## src/rtl/sfh_pkg.sv

```systemverilog
package sfh_pkg;

    localparam int OPC_W    = 8;
    localparam int ADR_W    = 24;
    localparam int PG_W     = 11;
    localparam int OFS_W    = 9;
    localparam int BLK_LOG  = 3;
    localparam int SEC_LOG  = 7;
    localparam int FRAME_W  = OPC_W + ADR_W;
    localparam int CNT_W    = $clog2(FRAME_W + 1);
    localparam int BLK_W    = PG_W - BLK_LOG;
    localparam int SEC_W    = PG_W - SEC_LOG + 1;

    typedef enum logic {
        PG_264 = 1'b0,
        PG_256 = 1'b1
    } pgmode_e;

    typedef enum logic {
        FR_IDLE  = 1'b0,
        FR_SHIFT = 1'b1
    } frame_e;

    typedef struct packed {
        logic [PG_W-1:0]  page;
        logic [OFS_W-1:0] ofs;
    } loc_t;

    typedef struct packed {
        logic [OPC_W-1:0] opc;
        logic [PG_W-1:0]  page;
        logic [OFS_W-1:0] ofs;
        logic [BLK_W-1:0] blk;
        logic [SEC_W-1:0] sec;
    } hdr_t;

    // Page / offset split chosen by the page-size mode.
    function automatic loc_t split_addr(logic [ADR_W-1:0] a, pgmode_e m);
        loc_t r;
        if (m == PG_256) begin
            r.page = a[OFS_W-1 +: PG_W];
            r.ofs  = {1'b0, a[OFS_W-2:0]};
        end else begin
            r.page = a[OFS_W +: PG_W];
            r.ofs  = a[OFS_W-1:0];
        end
        return r;
    endfunction

    function automatic logic [BLK_W-1:0] block_of(logic [PG_W-1:0] pg);
        return pg[PG_W-1:BLK_LOG];
    endfunction

    // Lowest sector: small part gets code 0, remainder gets code 1;
    // higher sectors get twice their index.
    function automatic logic [SEC_W-1:0] sector_of(logic [PG_W-1:0] pg);
        logic [SEC_W-2:0] s;
        s = pg[PG_W-1:SEC_LOG];
        if (s == '0) begin
            return (pg[PG_W-1:BLK_LOG] != '0) ? SEC_W'(1) : '0;
        end
        return {s, 1'b0};
    endfunction

endpackage

```

## src/rtl/sfh_sync.sv

```systemverilog
module sfh_sync #(
    parameter int           W       = 1,
    parameter int           STAGES  = 2,
    parameter logic [W-1:0] RST_VAL = '0
) (
    input  logic         clk,
    input  logic         rst,
    input  logic [W-1:0] d,
    output logic [W-1:0] q
);
    logic [W-1:0] stg [STAGES];

    for (genvar g = 0; g < STAGES; g++) begin : g_stage
        if (g == 0) begin : g_first
            always_ff @(posedge clk) begin
                if (rst) stg[0] <= RST_VAL;
                else     stg[0] <= d;
            end
        end else begin : g_next
            always_ff @(posedge clk) begin
                if (rst) stg[g] <= RST_VAL;
                else     stg[g] <= stg[g-1];
            end
        end
    end

    assign q = stg[STAGES-1];
endmodule

```

## src/rtl/sfh_front.sv

```systemverilog
module sfh_front #(
    parameter int STAGES = 2
) (
    input  logic clk,
    input  logic rst,
    input  logic sck,
    input  logic cs_n,
    input  logic si,
    output logic sck_rise,
    output logic cs_fall,
    output logic cs_low,
    output logic si_s
);
    logic [2:0] raw, syn;
    logic       sck_s, csn_s;
    logic       sck_d, csn_d;

    assign raw = {cs_n, sck, si};

    sfh_sync #(.W(3), .STAGES(STAGES), .RST_VAL(3'b100)) u_sync (
        .clk (clk),
        .rst (rst),
        .d   (raw),
        .q   (syn)
    );

    assign csn_s = syn[2];
    assign sck_s = syn[1];
    assign si_s  = syn[0];

    always_ff @(posedge clk) begin
        if (rst) begin
            sck_d <= 1'b0;
            csn_d <= 1'b1;
        end else begin
            sck_d <= sck_s;
            csn_d <= csn_s;
        end
    end

    assign sck_rise = sck_s & ~sck_d;
    assign cs_fall  = csn_d & ~csn_s;
    assign cs_low   = ~csn_s;
endmodule

```

## src/rtl/sfh_shift.sv

```systemverilog
module sfh_shift
    import sfh_pkg::*;
(
    input  logic               clk,
    input  logic               rst,
    input  logic               sck_rise,
    input  logic               cs_fall,
    input  logic               cs_low,
    input  logic               si_s,
    input  pgmode_e            mode_in,
    output logic [FRAME_W-1:0] word,
    output pgmode_e            mode_q,
    output logic               done
);
    frame_e           state;
    logic [CNT_W-1:0] cnt;

    always_ff @(posedge clk) begin
        if (rst) begin
            state  <= FR_IDLE;
            cnt    <= '0;
            word   <= '0;
            mode_q <= PG_264;
            done   <= 1'b0;
        end else begin
            done <= 1'b0;
            if (cs_fall) begin
                state  <= FR_SHIFT;
                cnt    <= '0;
                mode_q <= mode_in;
            end else if (!cs_low) begin
                state <= FR_IDLE;
                cnt   <= '0;
            end else if (state == FR_SHIFT && sck_rise) begin
                word <= {word[FRAME_W-2:0], si_s};
                if (cnt == CNT_W'(FRAME_W - 1)) begin
                    done  <= 1'b1;
                    state <= FR_IDLE;
                    cnt   <= '0;
                end else begin
                    cnt <= cnt + 1'b1;
                end
            end
        end
    end

    AST_DONE_ON_EDGE: assert property (@(posedge clk) disable iff (rst)
        done |-> $past(sck_rise));
    AST_DONE_SELECTED: assert property (@(posedge clk) disable iff (rst)
        done |-> $past(cs_low));
    AST_MODE_HELD: assert property (@(posedge clk) disable iff (rst)
        !cs_fall |=> $stable(mode_q));
endmodule

```

## src/rtl/sfh_decode.sv

```systemverilog
module sfh_decode
    import sfh_pkg::*;
(
    input  logic               clk,
    input  logic               rst,
    input  logic               done,
    input  logic [FRAME_W-1:0] word,
    input  pgmode_e            mode,
    output hdr_t               hdr,
    output logic               valid
);
    hdr_t nxt;
    loc_t loc;

    always_comb begin
        loc      = split_addr(word[ADR_W-1:0], mode);
        nxt.opc  = word[FRAME_W-1 -: OPC_W];
        nxt.page = loc.page;
        nxt.ofs  = loc.ofs;
        nxt.blk  = block_of(loc.page);
        nxt.sec  = sector_of(loc.page);
    end

    always_ff @(posedge clk) begin
        if (rst) begin
            hdr   <= '0;
            valid <= 1'b0;
        end else begin
            valid <= done;
            if (done) hdr <= nxt;
        end
    end

    AST_VALID_PULSE: assert property (@(posedge clk) disable iff (rst)
        valid |=> !valid);
    AST_FIELDS_HOLD: assert property (@(posedge clk) disable iff (rst)
        !valid |-> $stable(hdr));
    AST_BLOCK_OF_PAGE: assert property (@(posedge clk) disable iff (rst)
        valid |-> (hdr.blk == hdr.page[PG_W-1:BLK_LOG]));
    AST_SECTOR_TOP: assert property (@(posedge clk) disable iff (rst)
        valid |-> (hdr.sec[SEC_W-1:1] == hdr.page[PG_W-1:SEC_LOG]));
endmodule

```

## src/rtl/sfh_cmd_rx.sv

```systemverilog
module sfh_cmd_rx
    import sfh_pkg::*;
#(
    parameter int SYNC_STAGES = 2
) (
    input  logic             clk,
    input  logic             rst,
    input  logic             spi_sck,
    input  logic             spi_cs_n,
    input  logic             spi_si,
    input  logic             page_mode,
    output logic [OPC_W-1:0] opcode_o,
    output logic [PG_W-1:0]  page_o,
    output logic [OFS_W-1:0] offset_o,
    output logic [BLK_W-1:0] block_o,
    output logic [SEC_W-1:0] sector_o,
    output logic             hdr_valid_o
);
    logic               sck_rise, cs_fall, cs_low, si_s, done;
    logic [FRAME_W-1:0] word;
    pgmode_e            mode_q;
    hdr_t               hdr;

    sfh_front #(.STAGES(SYNC_STAGES)) u_front (
        .clk      (clk),
        .rst      (rst),
        .sck      (spi_sck),
        .cs_n     (spi_cs_n),
        .si       (spi_si),
        .sck_rise (sck_rise),
        .cs_fall  (cs_fall),
        .cs_low   (cs_low),
        .si_s     (si_s)
    );

    sfh_shift u_shift (
        .clk      (clk),
        .rst      (rst),
        .sck_rise (sck_rise),
        .cs_fall  (cs_fall),
        .cs_low   (cs_low),
        .si_s     (si_s),
        .mode_in  (pgmode_e'(page_mode)),
        .word     (word),
        .mode_q   (mode_q),
        .done     (done)
    );

    sfh_decode u_decode (
        .clk   (clk),
        .rst   (rst),
        .done  (done),
        .word  (word),
        .mode  (mode_q),
        .hdr   (hdr),
        .valid (hdr_valid_o)
    );

    assign opcode_o = hdr.opc;
    assign page_o   = hdr.page;
    assign offset_o = hdr.ofs;
    assign block_o  = hdr.blk;
    assign sector_o = hdr.sec;
endmodule

```

## config.mk

```make
export PLATFORM = sky130hd
export DESIGN_NAME = sfh_cmd_rx
export DESIGN_NICKNAME = d
export VERILOG_FILES = /design/src/rtl/sfh_pkg.sv /design/src/rtl/sfh_sync.sv /design/src/rtl/sfh_front.sv /design/src/rtl/sfh_shift.sv /design/src/rtl/sfh_decode.sv /design/src/rtl/sfh_cmd_rx.sv
export SDC_FILE = /design/constraint.sdc
export NUM_CORES = 1
export LEC_CHECK = 0
export CORE_UTILIZATION = 53
export CTS_CLUSTER_DIAMETER = 50
export DETAILED_ROUTE_END_ITERATION = 10
export GPL_ROUTABILITY_DRIVEN = 0
export PLACE_DENSITY = 0.84
export SYNTH_ARGS = -nofsm -noshare
export SYNTH_HDL_FRONTEND = slang
export SYNTH_SLANG_ARGS = --single-unit
```

## constraint.sdc

```tcl
create_clock -name clk -period 2 [get_ports clk]
set_clock_uncertainty 0.15 [all_clocks]
set_input_delay 0.4 -clock clk [delete_from_list [all_inputs] [get_ports clk]]
set_output_delay 0.4 -clock clk [all_outputs]
set_load 0.02 [all_outputs]
```

==> summary.txt <==
outcome: complete, no violations
drt drc: 0
sequential area share after synthesis: 0.522
ys async rst share: 0
reg2reg start: u_front.u_sync.stg[1][2]
largest net degree at the start of global routing: 74
TritonCTS sink count: 82
r2r setup slk: 210 ps
io pins: 48
Max Buffers Root-to-Sink: 2
DR WL/cell: 13.9 um
area grow syn2layout: 22.4%
cells after synthesis: 343
Hold Vio Cnt, Final: 0
antenna-violating nets left: 0
Tightest Pin Transition: 871 ps
layout cells sized above 1: 0.0820
number of setup violations in the final report: 0
Starting Density: 0.561
top-count cell post-synth: dfxtp_1
ant diodes: 0
Cell Pwr Density: 784 nW/um^2
vias per inst: 5.61
CTS clock-pin slew for the worst setup and hold paths: 70 ps
total negative setup slack: 0 ps
Max Fanout on Critical Path: 4
worst vdd ir: 0.000628 V
Setup crit end kind: primary output
post-CTS setup buffer count: 0
initial DRC count: 233
pre-CTS WS: 252 ps
Pleak: 1.23 nW
num rows: 27
Synth Cell Area: 3140 sq um
Top delay family on crit path: buffers and inverters
Worst Setup Slack, final: 108 ps
DIE HEIGHT: 79.0 um
total number of vias: 2,526
vias in the first global route: 2,328
Yosys reg bits: 82
utilization after layout: 0.687
crit path to: page_o[9]
yosys warns: 0
CTS Root Cell: clkbuf_8
Post-synth EDFFs: 0
fin. max-slew vios: 0
die area: 6240 sq um
clk_lat worst skew: 350 ps
Worst R2R Path Depth: 3
worst setup path class: reg2out
area leader, netlist: dfxtp_1
WP buf/inv: 1
routed wire length: 6.24 mm
crit-path cells: clkdlybuf4s50_1
R2R Path End: u_shift.word[6]
MaxCap Viol Count: 0
Critical Path RT: 1450 ps
Power Total: 0.00302 W
post-route minimum period: 1890 ps
RSZ-0062 raised after global routing: false
relative slew slack: 0.419
number of H-tree levels: 3
WP data arrival: 1340 ps
DP HPWL: 3.95 mm
top cells by area, synth: dfxtp_1 52%, mux2i_1 8.0%, a21oi_1 6.5%
crit-path max cell delay: 620 ps
GRT Residual Overflow: 0
nets: 381
core area: 5610 sq um
crit path launch: u_decode.hdr[3]
first-pass GRT wire length: 10.3 mm
Critical Path Start Type: flip-flop
initial antenna violation count: 0
post-CTS resize count: 0
synth cell count leaders: 82 x dfxtp_1, 41 x a21oi_1, 34 x o21ai_0
CTS hold repair buffers: 0
Die X: 79.0 um
share of the clock period used by the worst path: 0.946
Yosys cell types: 34
CTS buffer count: 9
slowest CP cell: clkdlybuf4s50_1
FMAX: 0.529 GHz
Syn Area/Cell: 9.17 sq um
gr usage total: 0.210
Fillers: 460
Main synth FF type: dfxtp_1
TritonCTS clock tree: done
top-area cell type share of the netlist area: 0.522
cell count along the critical path: 1
DRT Pass-1 Iters: 5
syn nets: 350
Hold Path Class: reg2reg
Port-buffer cells: 47
==> worst min path at each step <==
stage,from,end,cells past startpoint
2_1_floorplan,u_front.u_sync.stg[0][2],u_front.u_sync.stg[1][2],1
3_3_place_gp,u_front.u_sync.stg[0][2],u_front.u_sync.stg[1][2],1
3_5_place_dp,u_front.u_sync.stg[0][2],u_front.u_sync.stg[1][2],1
4_1_cts,u_front.u_sync.stg[0][2],u_front.u_sync.stg[1][2],1
5_1_grt,u_front.u_sync.stg[0][2],u_front.u_sync.stg[1][2],1
6_report,u_front.u_sync.stg[0][2],u_front.u_sync.stg[1][2],1
==> per-stage QoR <==
step | cells | area [sq um] | hold slack (ps)
3_5_place_dp | 435 | 3630 | 257
6_report | 450 | 3850 | 278
2_1_floorplan | 343 | 3140 | 239
5_1_grt | 450 | 3850 | 291
4_1_cts | 450 | 3850 | 274
3_3_place_gp | 435 | 3630 | 266
==> report_power, final <==
group | switching (W) | internal (W)
registers | 0.00000663 | 0.00164
clock network | 0.000548 | 0.000766
logic | 0.0000337 | 0.0000232
total | 0.000588 | 0.00243
==> logic make-up (layout without fill, tap and decap cells) <==
logic type / after synthesis / in the layout / synth area share
XOR/XNOR: 1 / 1 / 0.00279
adder cells (fa/ha/maj): 1 / 1 / 0.00398
multiplexers: 26 / 26 / 0.0832
flip-flops: 82 / 82 / 0.522
AO/OA/AOI/OAI: 97 / 97 / 0.172
AND/OR/NAND/NOR: 94 / 94 / 0.154
buffers and inverters: 42 / 77 / 0.0621
==> sequential cells by signal (all words and copies together), names as in the netlist <==
name	cells
u_shift.state	1
u_decode.hdr	32
u_front.sck_d	1
u_shift.done	1
u_front.u_sync.stg	6
u_shift.cnt	6
u_front.csn_d	1
u_shift.word	32
u_decode.valid	1
u_shift.mode_q	1
==> cell type report <==
class | instances | area, sq um | share of cell area
inverters | 4 | 15.0 | 0.00390
clock inverters | 2 | 60.1 | 0.0156
well taps | 72 | 90.1 | 0.0234
flip-flops and latches | 82 | 1640 | 0.427
multi-input cells | 219 | 1310 | 0.340
repair buffers | 58 | 573 | 0.149
clock buffers | 13 | 159 | 0.0413
==> metal layers <==
layer | up-vias | share of wire | GRT usage
met4 | 0 | 0.021 | 0.104
met5 | - | 0 | 0
met3 | 15 | 0.054 | 0.0402
met2 | 81 | 0.48 | 0.345
met1 | 1173 | 0.45 | 0.264
li1 | 1257 | - | -
==> cell usage in the layout (no fill, tap or decap), drive strengths merged, types with 2 or more instances in the layout <==
cell,netlist,final
dfxtp,82,82
clkdlybuf4s50,0,46
a21oi,41,41
o21ai,35,35
nand3,33,33
nor2,26,26
mux2i,25,25
clkbuf,26,13
buf,12,12
a211oi,8,8
nor2b,6,6
o21a,6,6
nand2,5,5
nand3b,4,4
inv,4,4
or4,4,4
or2,4,4
nand2b,3,3
o31ai,3,3
or3,2,2
nand4b,2,2
nor4,2,2
bufinv,0,2
Note: power is estimated with default switching activity, not from simulation.
